--- src/rtl/addr_cmp_pkg.sv ---
package addr_cmp_pkg;
    localparam int ADDR_BITS = 32;
    localparam int LANE_BITS = 8;

    typedef enum logic [1:0] {
        KIND_WRITE = 2'd0,
        KIND_BURST = 2'd1,
        KIND_READ  = 2'd2,
        KIND_RESP  = 2'd3
    } pkt_kind_e;

    function automatic logic kind_is_request(input logic [1:0] kind);
        return kind != KIND_RESP;
    endfunction
endpackage

--- src/rtl/acmp_prev_store.sv ---
module acmp_prev_store #(
    parameter int ADDR_W = 32
) (
    input  logic              clk,
    input  logic              rst,
    input  logic              clear,
    input  logic              load,
    input  logic [ADDR_W-1:0] load_addr,
    output logic [ADDR_W-1:0] prev_addr,
    output logic              prev_ok
);
    always_ff @(posedge clk) begin
        if (rst) begin
            prev_addr <= '0;
            prev_ok   <= 1'b0;
        end else if (clear) begin
            prev_ok   <= 1'b0;
        end else if (load) begin
            prev_addr <= load_addr;
            prev_ok   <= 1'b1;
        end
    end
endmodule

--- src/rtl/acmp_byte_emit.sv ---
module acmp_byte_emit #(
    parameter int ADDR_W = 32,
    parameter int BYTE_W = 8
) (
    input  logic              clk,
    input  logic              rst,
    input  logic              load,
    input  logic [ADDR_W/BYTE_W-1:0] load_mask,
    input  logic [ADDR_W-1:0] load_addr,
    output logic              busy,
    output logic              byte_valid,
    output logic [BYTE_W-1:0] byte_data,
    output logic              byte_last
);
    localparam int NB = ADDR_W / BYTE_W;

    logic [NB-1:0]     pend;
    logic [NB-1:0]     pend_nx;
    logic [ADDR_W-1:0] addr_q;
    int                sel;

    always_comb begin
        sel = 0;
        for (int i = 0; i < NB; i++) begin
            if (pend[i]) sel = i;
        end
        pend_nx      = pend;
        pend_nx[sel] = 1'b0;
    end

    assign busy       = |pend;
    assign byte_valid = |pend;
    assign byte_data  = addr_q[sel*BYTE_W +: BYTE_W];
    assign byte_last  = ($countones(pend) == 1);

    always_ff @(posedge clk) begin
        if (rst) begin
            pend   <= '0;
            addr_q <= '0;
        end else if (load) begin
            pend   <= load_mask;
            addr_q <= load_addr;
        end else begin
            pend   <= pend_nx;
        end
    end

    // one byte leaves per cycle, so the pending count drops by exactly one
    assert_one_per_cycle_R3: assert property (@(posedge clk) disable iff (rst)
        (byte_valid && !load) |=> ($countones(pend) == $countones($past(pend)) - 1));
    assert_load_when_idle_R7: assert property (@(posedge clk) disable iff (rst)
        load |-> !busy);
endmodule

--- src/rtl/addr_compressor.sv ---
module addr_compressor
    import addr_cmp_pkg::*;
#(
    parameter int ADDR_W = ADDR_BITS,
    parameter int BYTE_W = LANE_BITS
) (
    input  logic              clk,
    input  logic              rst,
    input  logic              link_restart,
    input  logic              opt_disable,
    input  logic              hdr_valid,
    output logic              hdr_ready,
    input  logic [1:0]        hdr_kind,
    input  logic [ADDR_W-1:0] hdr_addr,
    output logic              mask_valid,
    output logic [ADDR_W/BYTE_W-1:0] mask_out,
    output logic              byte_valid,
    output logic [BYTE_W-1:0] byte_data,
    output logic              byte_last
);
    localparam int NB = ADDR_W / BYTE_W;

    logic              busy;
    logic              accept;
    logic              is_req;
    logic [ADDR_W-1:0] prev_addr;
    logic              prev_ok;
    logic [NB-1:0]     diff;
    logic [NB-1:0]     mask_c;

    assign hdr_ready = !busy && !link_restart;
    assign accept    = hdr_valid && hdr_ready;
    assign is_req    = kind_is_request(hdr_kind);

    for (genvar g = 0; g < NB; g++) begin : g_lane
        assign diff[g] = hdr_addr[g*BYTE_W +: BYTE_W] != prev_addr[g*BYTE_W +: BYTE_W];
    end

    always_comb begin
        if (!is_req)                      mask_c = '0;
        else if (opt_disable || !prev_ok) mask_c = '1;
        else                              mask_c = diff;
    end

    acmp_prev_store #(.ADDR_W(ADDR_W)) u_store (
        .clk       (clk),
        .rst       (rst),
        .clear     (link_restart),
        .load      (accept && is_req),
        .load_addr (hdr_addr),
        .prev_addr (prev_addr),
        .prev_ok   (prev_ok)
    );

    acmp_byte_emit #(.ADDR_W(ADDR_W), .BYTE_W(BYTE_W)) u_emit (
        .clk        (clk),
        .rst        (rst),
        .load       (accept),
        .load_mask  (mask_c),
        .load_addr  (hdr_addr),
        .busy       (busy),
        .byte_valid (byte_valid),
        .byte_data  (byte_data),
        .byte_last  (byte_last)
    );

    always_ff @(posedge clk) begin
        if (rst) begin
            mask_valid <= 1'b0;
            mask_out   <= '0;
        end else begin
            mask_valid <= accept;
            if (accept) mask_out <= mask_c;
        end
    end

    assert_mask_follows_accept_R8: assert property (@(posedge clk) disable iff (rst)
        accept |=> mask_valid);
    assert_resp_empty_R4: assert property (@(posedge clk) disable iff (rst)
        (accept && hdr_kind == KIND_RESP) |=> (mask_out == '0 && !byte_valid));
    assert_disable_full_R5: assert property (@(posedge clk) disable iff (rst)
        (accept && opt_disable && hdr_kind != KIND_RESP) |=> (&mask_out && byte_valid));
    assert_busy_blocks_R7: assert property (@(posedge clk) disable iff (rst)
        byte_valid |-> !hdr_ready);
    assert_restart_blocks_R6: assert property (@(posedge clk) disable iff (rst)
        link_restart |-> !hdr_ready);
    assert_bytes_contiguous_R3: assert property (@(posedge clk) disable iff (rst)
        (byte_valid && !byte_last) |=> byte_valid);
endmodule

--- config.mk ---
export PLATFORM = sky130hd
export DESIGN_NAME = addr_compressor
export DESIGN_NICKNAME = d
export VERILOG_FILES = /design/src/rtl/addr_cmp_pkg.sv /design/src/rtl/acmp_prev_store.sv /design/src/rtl/acmp_byte_emit.sv /design/src/rtl/addr_compressor.sv
export SDC_FILE = /design/constraint.sdc
export NUM_CORES = 1
export LEC_CHECK = 0
export ABC_AREA = 1
export BUFFER_PORTS_ARGS = -buffer_cell sky130_fd_sc_hd__buf_2
export CAP_MARGIN = 20
export CORE_MARGIN = 2
export CORE_UTILIZATION = 50
export CTS_CLUSTER_SIZE = 40
export DETAILED_ROUTE_END_ITERATION = 8
export PLACE_DENSITY = 0.76
export SYNTH_ARGS = -nofsm -noshare
export SYNTH_HDL_FRONTEND = slang
export SYNTH_SLANG_ARGS = --single-unit
export TNS_END_PERCENT = 50
--- constraint.sdc ---
create_clock -name clk -period 1.4 [get_ports clk]
set_input_delay 0.14 -clock clk [delete_from_list [all_inputs] [get_ports clk]]
set_output_delay 0.14 -clock clk [all_outputs]
set_load 0.005 [all_outputs]
Yosys cells after proc, flatten, opt, wreduce, memory -nomap -nowiden --
Cells that the tools add are included. W data, S select, Z words.
Operators by class: shift operators 1, bitwise logic cells 3, reduce and logical (&&, ||, !) cells 11, add/subtract/negate cells 3, order comparisons 2, muxes and demuxes 8, eq/ne operators 6
Operators with widths (number):
- $add A32 B32 Y32 | 1
- $eq A32 B2 Y1 const B | 1
- $ne A8 B8 Y1 | 4
- $shiftx A32 B6 Y8 | 1
- $mux W4 | 3
- $add A1 B1 Y2 | 2
- $and A4 B4 Y4 | 1
- $logic_and A1 B1 Y1 | 4
- $mux W2 | 2
- $not A4 Y4 | 1
- $reduce_or A4 Y1 | 1
- $logic_not A1 Y1 | 3
- $lt A2 B3 Y1 const B | 1
- $demux W1 S2 | 1
- $ge A2 B1 Y1 const B | 1
- $mux W1 | 2
- $ne A2 B2 Y1 const B | 1
- $reduce_and A2 Y1 | 1
- $reduce_or A2 Y1 | 1
- $logic_or A1 B1 Y1 | 1
- $not A1 Y1 | 1
Word-level totals: flip-flop bits (word level) 74, input port bits 39, output and inout port bits 16, word-level logic and storage cells 40

Logic depth before layout (Yosys ltp) --
Gate-level depths: netlist (run 1).
depth after elaboration 10, mapped depth 10

By module --
A second synthesis (run 1) with hierarchy kept.
Second synthesis, totals: cell total of the unflattened synthesis 640, area total of the unflattened synthesis 4017.6 um2
Modules (own cells, without submodules):
- acmp_byte_emit | area each 1685.4 um2, cells an instance 240, instances 1
- acmp_prev_store | area each 1433.9 um2, cells an instance 212, instances 1
- addr_compressor | area each 898.4 um2, cells an instance 188, instances 1

Least setup slack after synthesis (run 1) --
Ideal clock, no wire load.
path type register to output, start point reg u_emit.pend[2], end point out byte_last, stages on the path, launching flop included 6, buffers on the path 0, setup slack -276 ps, data arrival time 1536 ps, path through dfxtp_1 > inv_2 > ha_1 > ha_1 > fa_1 > nor3b_1
Between the ends: word-level cells in the longest chain between the ends 3
Ends and longest elaborated chain:
- from (decl) | line acmp_byte_emit.sv:17 | logic [NB-1:0] pend;
- from (signal assigned) | line acmp_byte_emit.sv:41 | pend <= load_mask;
- from (signal assigned) | line acmp_byte_emit.sv:44 | pend <= pend_nx;
- $add A1 B1 Y2 (not written as such) | line acmp_byte_emit.sv:34 | assign byte_last = ($countones(pend) == 1);
- $add A32 B32 Y32 (not written as such) | line acmp_byte_emit.sv:34
- $eq A32 B2 Y1 | line acmp_byte_emit.sv:34
- to (decl) | line addr_compressor.sv:19 | output logic byte_last
No other way between the ends.

Final worst setup path (run 1) --
Same ends and word-level chain as after synthesis.

==> results.md, run 1 <==
- Fin area: 5070 um^2
- Bufs on Longest Clock Path: 2
- Violated checks: setup timing
- Routed vias/inst: 5.69
- Smallest hold slack: 0.0521 ns
- Area of the core region: 6720 um^2
- Highest Clock Rate: 501 MHz
- Synth cell types: 32
- Number of placed instances with taps included: 603
- Antenna violations before repair: 0
- Number of storage elements in the synthesis netlist: 74
- Cell area after synthesis: 3440 um^2
- Actual transition at the worst max-transition pin: 0.493 ns
- Overall routed net length: 11300 um
- GR Overflow Total: 0
- Portion of total power attributed to sequential cells: 0.425
- 1st-iter DRT viols: 326
- Worst slack, placed: -0.305 ns
- Clock buffer count from CTS: 9
- Maximum fanout along the worst path: 2
- Post-route total power: 5.52 mW
- Vertical die dimension: 87.0 um
- GR Layer Usage met2: 0.480
- Met3 Use GR: 0.0531
- Clock tree from TritonCTS: done
- Global Route met1 Usage: 0.336
- Area of combinational cells with multiple inputs: 2150 um^2
- Number of placement rows: 30
- Power density relative to cell area: 1090 nW/um^2
- Clock insertion delay at the later pin of the skew report: 0.36 ns
- Diode count: 0
- Global route hottest layer: met2
- Total of endpoints with negative setup slack in the final report: 84
- Fillers: 447
- Total negative setup slack: -12.76 ns
- Effective utilization at floorplan: 0.512
- Internal power consumption: 3.82 mW
- Kind of critical path: flop to primary output
- Fraction of power consumed by combinational cells: 0.260
- Hold/Removal Path Class: input port to flop
- Arrival time at the worst endpoint: 1.86 ns
- # IOs: 55
- Final Util: 0.755
- Combined flip-flop and latch cell area: 1490 um^2
- Share of the clock period used by the worst path after layout: 1.43
- Post-route DRC: 0
- Post-Syn Area per Cell: 7.40 um^2
- CP required: 1.26 ns
- Wire length of the first global-routing pass: 16100 um
- Post-detailed-route count of antenna-violating nets: 0
- Die footprint: 7560 um^2
- Detailed Place HPWL: 6080 um
- Static power due to leakage: 2.08 nW
- Worst path cell trace: inv_2 -> ha_4 -> ha_4 -> fa_1 -> nor3b_2 -> buf_2
- Critical Path End Type: primary output
- Critical Path Source Type: flop
- Layout Cells excl Fill: 637
- Min cycle time layout: 2.00 ns
- Clock share of power: 0.315
- Highest ir drop seen on vdd: 719 uV
- Fin Clk Skew: 0.00519 ns
- CTS H-Tree Depth: 3
- Buf+Inv Stages, Crit Path: 2
- Post-CTS clock slew at the launch and capture registers of the worst setup and hold paths: 0.08 ns
- Initial DRT Pass Iterations: 6
- Peak per-stage delay on the critical path: 0.44 ns
- Number of clock sinks seen by CTS: 74
- Gpl congestion: 0.859
- Number of nets in the final layout: 598
- Slack of the critical path: -0.596 ns
- Via count of the first global-routing pass: 3356
- Sequential element share of the synthesized area: 0.431
- Commonest cells after routing, fill and taps aside: dfxtp_1 (70), nand2_1 (66), inv_1 (61), buf_2 (53), nor2_1 (40)
- Status: finished with violations
- Signed area change from the synthesized netlist to the final layout: 47.4%
- Slew margin rel.: 0.671
- Switching Share: 0.308
- Slowest stage cell on the critical path: fa_1
- Quantity of I/O buffers inserted on ports: 54
- Most common cell after layout, fill and taps aside: dfxtp_1
- Nets in the synthesized netlist: 511
- Global-route usage over all layers: 0.279
- Count of final max-slew check failures: 0
- Total number of vias: 3626
- Average wire per standard cell: 17.7 um
- Layout cell share with drive strength beyond 1: 0.411
- Top delay family on crit path: adder cells
- Critical Path Most Common Cell: ha_4
- Synthesis Warnings: 0
- Maximum number of pins on one net before global-route repair: 56
- Net switching power: 1.70 mW
- Post-place instance area: 3910 um^2
- Synthesized netlist cell count: 465
- Final-report hold violation count: 0
- Die width: 87.0 um
- Number of violations of the max-capacitance limit: 0
- Root Driver: clkbuf_8
- RSZ-0062 raised after global routing: true
## Yosys cell counts (all sizes together)
library cell,n,area [um^2]
xnor2,8,70.1
nand3,21,110
buf,13,104
o21ai,56,280
fa,1,20.0
a21oi,54,274
nand4,2,12.5
or2,3,18.8
xor2,4,35.0
nor2,46,180
nor3,2,10.0
nand2,76,295
ha,6,75.1
a211oi,2,25.0
o211ai,9,67.6
clkbuf,10,41.3
o221ai,8,70.1
dfxtp,74,1480
clkinv,1,5.00
o22ai,1,6.26
inv,67,251
nor3b,1,7.51
## power by group through the flow
stage	logic, mW	clock network, mW	registers [mW]
floorplan	0.564	0	2.37
global placement	0.862	0	2.37
detailed placement	0.885	0	2.38
CTS	1.20	1.72	2.33
global route	1.54	1.85	2.36
finish	1.44	1.74	2.34
## worst register-to-register path, cell delays in order, from the launching register on
cell and delay, ns:
dfxtp_2 0.33, inv_2 0.08, ha_4 0.14, nand2_4 0.06, nor2_4 0.18, nand3_4 0.19, buf_12 0.20, buf_16 0.13
o21ai_4 0.12, a21oi_2 0.04
## flip-flops by register name, summed over array words and instances (netlist names)
register,cells
u_emit.addr_q,32
u_store.prev_addr,32
mask_out,4
u_emit.pend,4
mask_valid,1
u_store.prev_ok,1
## metal layers
layer	share of wire	vias up
met5	0	-
met4	0.037	0
met3	0.065	41
met2	0.50	177
met1	0.39	1708
li1	-	1700
## final timing paths
kind	slack, ns	start	to	cells past startpoint
setup / recovery	-0.60	u_emit.pend[2]$_SDFF_PP0_	byte_last	6
hold / removal	0.05	hdr_addr[28]	u_store.prev_addr[28]$_SDFFE_PP0P_	3
setup reg to reg	-0.17	u_emit.pend[2]$_SDFF_PP0_	u_store.prev_addr[9]$_SDFFE_PP0P_	9
hold reg to reg	0.47	u_store.prev_addr[6]$_SDFFE_PP0P_	u_store.prev_addr[6]$_SDFFE_PP0P_	2
## cells by family (layout without fill, tap and decap cells)
family	Yosys count	after routing	share of synthesized area
adders and majority gates	7	7	0.0276
xor gates and xnor gates	12	12	0.0305
buffers and inverters	91	181	0.117
and+or+nand+nor	151	153	0.184
AOI/OAI and AO/OA	130	130	0.210
DFF	74	74	0.431
## repair_timing
item / CTS / global route
hold buffers: 0 / 1
buffers inserted: 8 / 3
endpoints found under the hold margin: 0 / 1
gates resized for setup: 129 / 88
pin swaps: 22 / 22
gates cloned: 6 / 4
endpoints found under the setup margin: 72 / 84
## final cells by class
type,count,share of cell area
tap,80,0.0197
clock buffer,14,0.0321
inverter,68,0.0518
sequential,74,0.293
timing repair buffer,97,0.173
multi-input combinational,302,0.423
clock inverter,2,0.00691
(Power assumes the default switching activity.)
==> run 2, diff against run 1 <==
--- a/config.mk
+++ b/config.mk
@@ -6,13 +6,14 @@
 export NUM_CORES = 1
 export LEC_CHECK = 0
 export ABC_AREA = 1
-export BUFFER_PORTS_ARGS = -buffer_cell sky130_fd_sc_hd__buf_2
+export BUFFER_PORTS_ARGS = -buffer_cell sky130_fd_sc_hd__buf_4
 export CAP_MARGIN = 20
 export CORE_MARGIN = 2
 export CORE_UTILIZATION = 50
 export CTS_CLUSTER_SIZE = 40
 export DETAILED_ROUTE_END_ITERATION = 8
 export PLACE_DENSITY = 0.76
+export REMOVE_ABC_BUFFERS = 1
 export SYNTH_ARGS = -nofsm -noshare
 export SYNTH_HDL_FRONTEND = slang
 export SYNTH_SLANG_ARGS = --single-unit
==> run 2 against run 1 <==
The flow still finishes with violations (setup timing). Register-to-register slack worse by 0.20 ns. First-iteration DRC count is 2.8% lower. Via count is 1.4% lower. Clock skew is 0.0046 ns higher. Routed wire length is 4.1% lower. Worst hold slack better by 0.0043 ns. Combinational power is 6% lower. Core utilization is 3.5 points lower. Critical path depth stayed put. Highest routed layer unchanged.
==> results.md, run 2 (synthesis results as in run 1) <==
- Status: finished with violations
- Violated checks: setup timing
- Most common cell after layout, fill and taps aside: buf_4
- Clock insertion delay at the later pin of the skew report: 0.35 ns
- Critical Path End Type: primary output
- Bufs on Longest Clock Path: 2
- Smallest hold slack: 0.0564 ns
- Highest Clock Rate: 469 MHz
- Number of placement rows: 30
- Post-CTS clock slew at the launch and capture registers of the worst setup and hold paths: 0.08 ns
- Highest ir drop seen on vdd: 697 uV
- Kind of critical path: flop to primary output
- Actual transition at the worst max-transition pin: 0.446 ns
- Endpoint of the most critical register-to-register path: u_store.prev_ok$_SDFFE_PP0P_
- Average wire per standard cell: 16.9 um
- Power density relative to cell area: 1140 nW/um^2
- RSZ-0062 raised after global routing: true
- Maximum fanout along the worst path: 2
- Quantity of I/O buffers inserted on ports: 54
- Peak per-stage delay on the critical path: 0.48 ns
- Area of the core region: 6720 um^2
- Number of clock sinks seen by CTS: 74
- Slack of the critical path: -0.734 ns
- Wire length of the first global-routing pass: 14900 um
- Slowest stage cell on the critical path: fa_1
- Vertical die dimension: 87.0 um
- Global-route usage over all layers: 0.255
- Share of the clock period used by the worst path after layout: 1.52
- Worst path cell trace: inv_2 -> ha_4 -> ha_4 -> fa_1 -> nor3b_2 -> buf_4
- Fin Clk Skew: 0.00978 ns
- GR Overflow Total: 0
- CP required: 1.26 ns
- Effective utilization at floorplan: 0.512
- Count of final max-slew check failures: 0
- Post-detailed-route count of antenna-violating nets: 0
- CTS H-Tree Depth: 3
- Number of violations of the max-capacitance limit: 0
- Die footprint: 7560 um^2
- Die width: 87.0 um
- Origin of the critical flop-to-flop path: u_emit.pend[0]$_SDFF_PP0_
- Diode count: 0
- Min cycle time layout: 2.13 ns
- Detailed Place HPWL: 6030 um
- # IOs: 55
- Number of nets in the final layout: 603
- Antenna violations before repair: 0
- Clock tree from TritonCTS: done
- Arrival time at the worst endpoint: 1.99 ns
- Critical Path Most Common Cell: ha_4
- Maximum number of pins on one net before global-route repair: 45
- Final-report hold violation count: 0
- Number of instances on the worst hold path: 3
- Hold/Removal Path Class: input port to flop
- Signed area change from the synthesized netlist to the final layout: 40.6%
- Worst reg2reg path depth: 11
- Total of endpoints with negative setup slack in the final report: 82
- Gpl congestion: 0.807
- 1st-iter DRT viols: 317
- Final Util: 0.720
- Via count of the first global-routing pass: 3209
- Last element of the critical path: byte_last
- Critical Path Source Type: flop
- Static power due to leakage: 2.08 nW
- Total number of vias: 3576
- Total negative setup slack: -15.95 ns
- Launching element of the worst setup path: u_emit.pend[1]$_SDFF_PP0_
- Initial DRT Pass Iterations: 5
- Routed vias/inst: 5.57
- Biggest registers after layout: u_emit.addr_q (32), u_store.prev_addr (32)
- Slack of the worst reg-to-reg path: -0.37 ns
- Slew margin rel.: 0.700
- Post-route DRC: 0
- Commonest cells after routing, fill and taps aside: buf_4 (75), dfxtp_1 (70), nand2_1 (68), inv_1 (61), a21oi_1 (44)
- Overall routed net length: 10800 um
- Clock buffer count from CTS: 9
- Layout cell share with drive strength beyond 1: 0.319
- Root Driver: clkbuf_8
-- run 2: changes by cell type in the layout (fill, tap and decap cells not counted), sizes merged --
cell and delta:
buf +7, clkbuf -3, bufbuf +1, clkinv +1
nand3 -1, nand2 -1, bufinv +1
-- run 2: worst min path at each step --
stage | start | to | slack, ns
finish | hdr_addr[21] | u_store.prev_addr[21]$_SDFFE_PP0P_ | 0.06
detailed placement | link_restart | u_store.prev_ok$_SDFFE_PP0P_ | 0.34
global route | hdr_addr[21] | u_store.prev_addr[21]$_SDFFE_PP0P_ | 0.05
floorplan | rst | mask_out[0]$_SDFFE_PP0P_ | 0.21
CTS | hdr_addr[20] | u_store.prev_addr[20]$_SDFFE_PP0P_ | 0.05
global placement | link_restart | u_store.prev_ok$_SDFFE_PP0P_ | 0.34
-- run 2: layout make-up --
cell class                 count  area, um^2
clock inverter                 2        60.1
inverter                      68         265
sequential                    74        1490
tap                           80         100
clock buffer                  14         153
fill                         472        1880
timing repair buffer         102         965
multi-input combinational    300        1790
timing repair inverter         2        15.0
-- run 2: worst max-delay path, delay by kind of cell, from the launching register on --
kind	cells	cell delay (ns)
buffers and inverters	2	0.19
flip-flops	1	0.35
adder cells (fa/ha/maj)	3	0.89
AND/OR/NAND/NOR	1	0.19
-- run 2: where the power goes --
part,leakage [nW],internal (mW),switching [mW]
Clock,0.105,1.06,0.758
Sequential,0.608,2.27,0.0732
Combinational,1.36,0.644,0.712
-- run 2: what timing repair did --
| action | CTS | global route |
|---|---|---|
| endpoints found under the hold margin | 1 | 0 |
| gates cloned | 5 | 1 |
| setup buffers | 6 | 6 |
| resized for setup | 64 | 63 |
| setup endpoints to repair | 67 | 85 |
| pin swaps | 7 | 12 |
| hold buffers | 1 | 0 |
-- run 2: per-layer routing --
layer,track usage,routed length (um),up-vias
met5,0,0,-
met4,0.0952,266,0
met3,0.0417,637,31
met2,0.459,5450,161
met1,0.303,4470,1685
li1,-,-,1699
-- run 2: stage by stage --
stage | setup slack, ns | instance area [um^2] | instances | power, mW
final | -0.734 | 4840 | 642 | 5.51
after global placement | -0.371 | 4070 | 607 | 3.32
after floorplan | -0.538 | 3300 | 442 | 2.86
after CTS | -0.634 | 4620 | 635 | 5.32
after global routing | -0.778 | 4840 | 642 | 5.71
after detailed placement | -0.418 | 4070 | 607 | 3.37
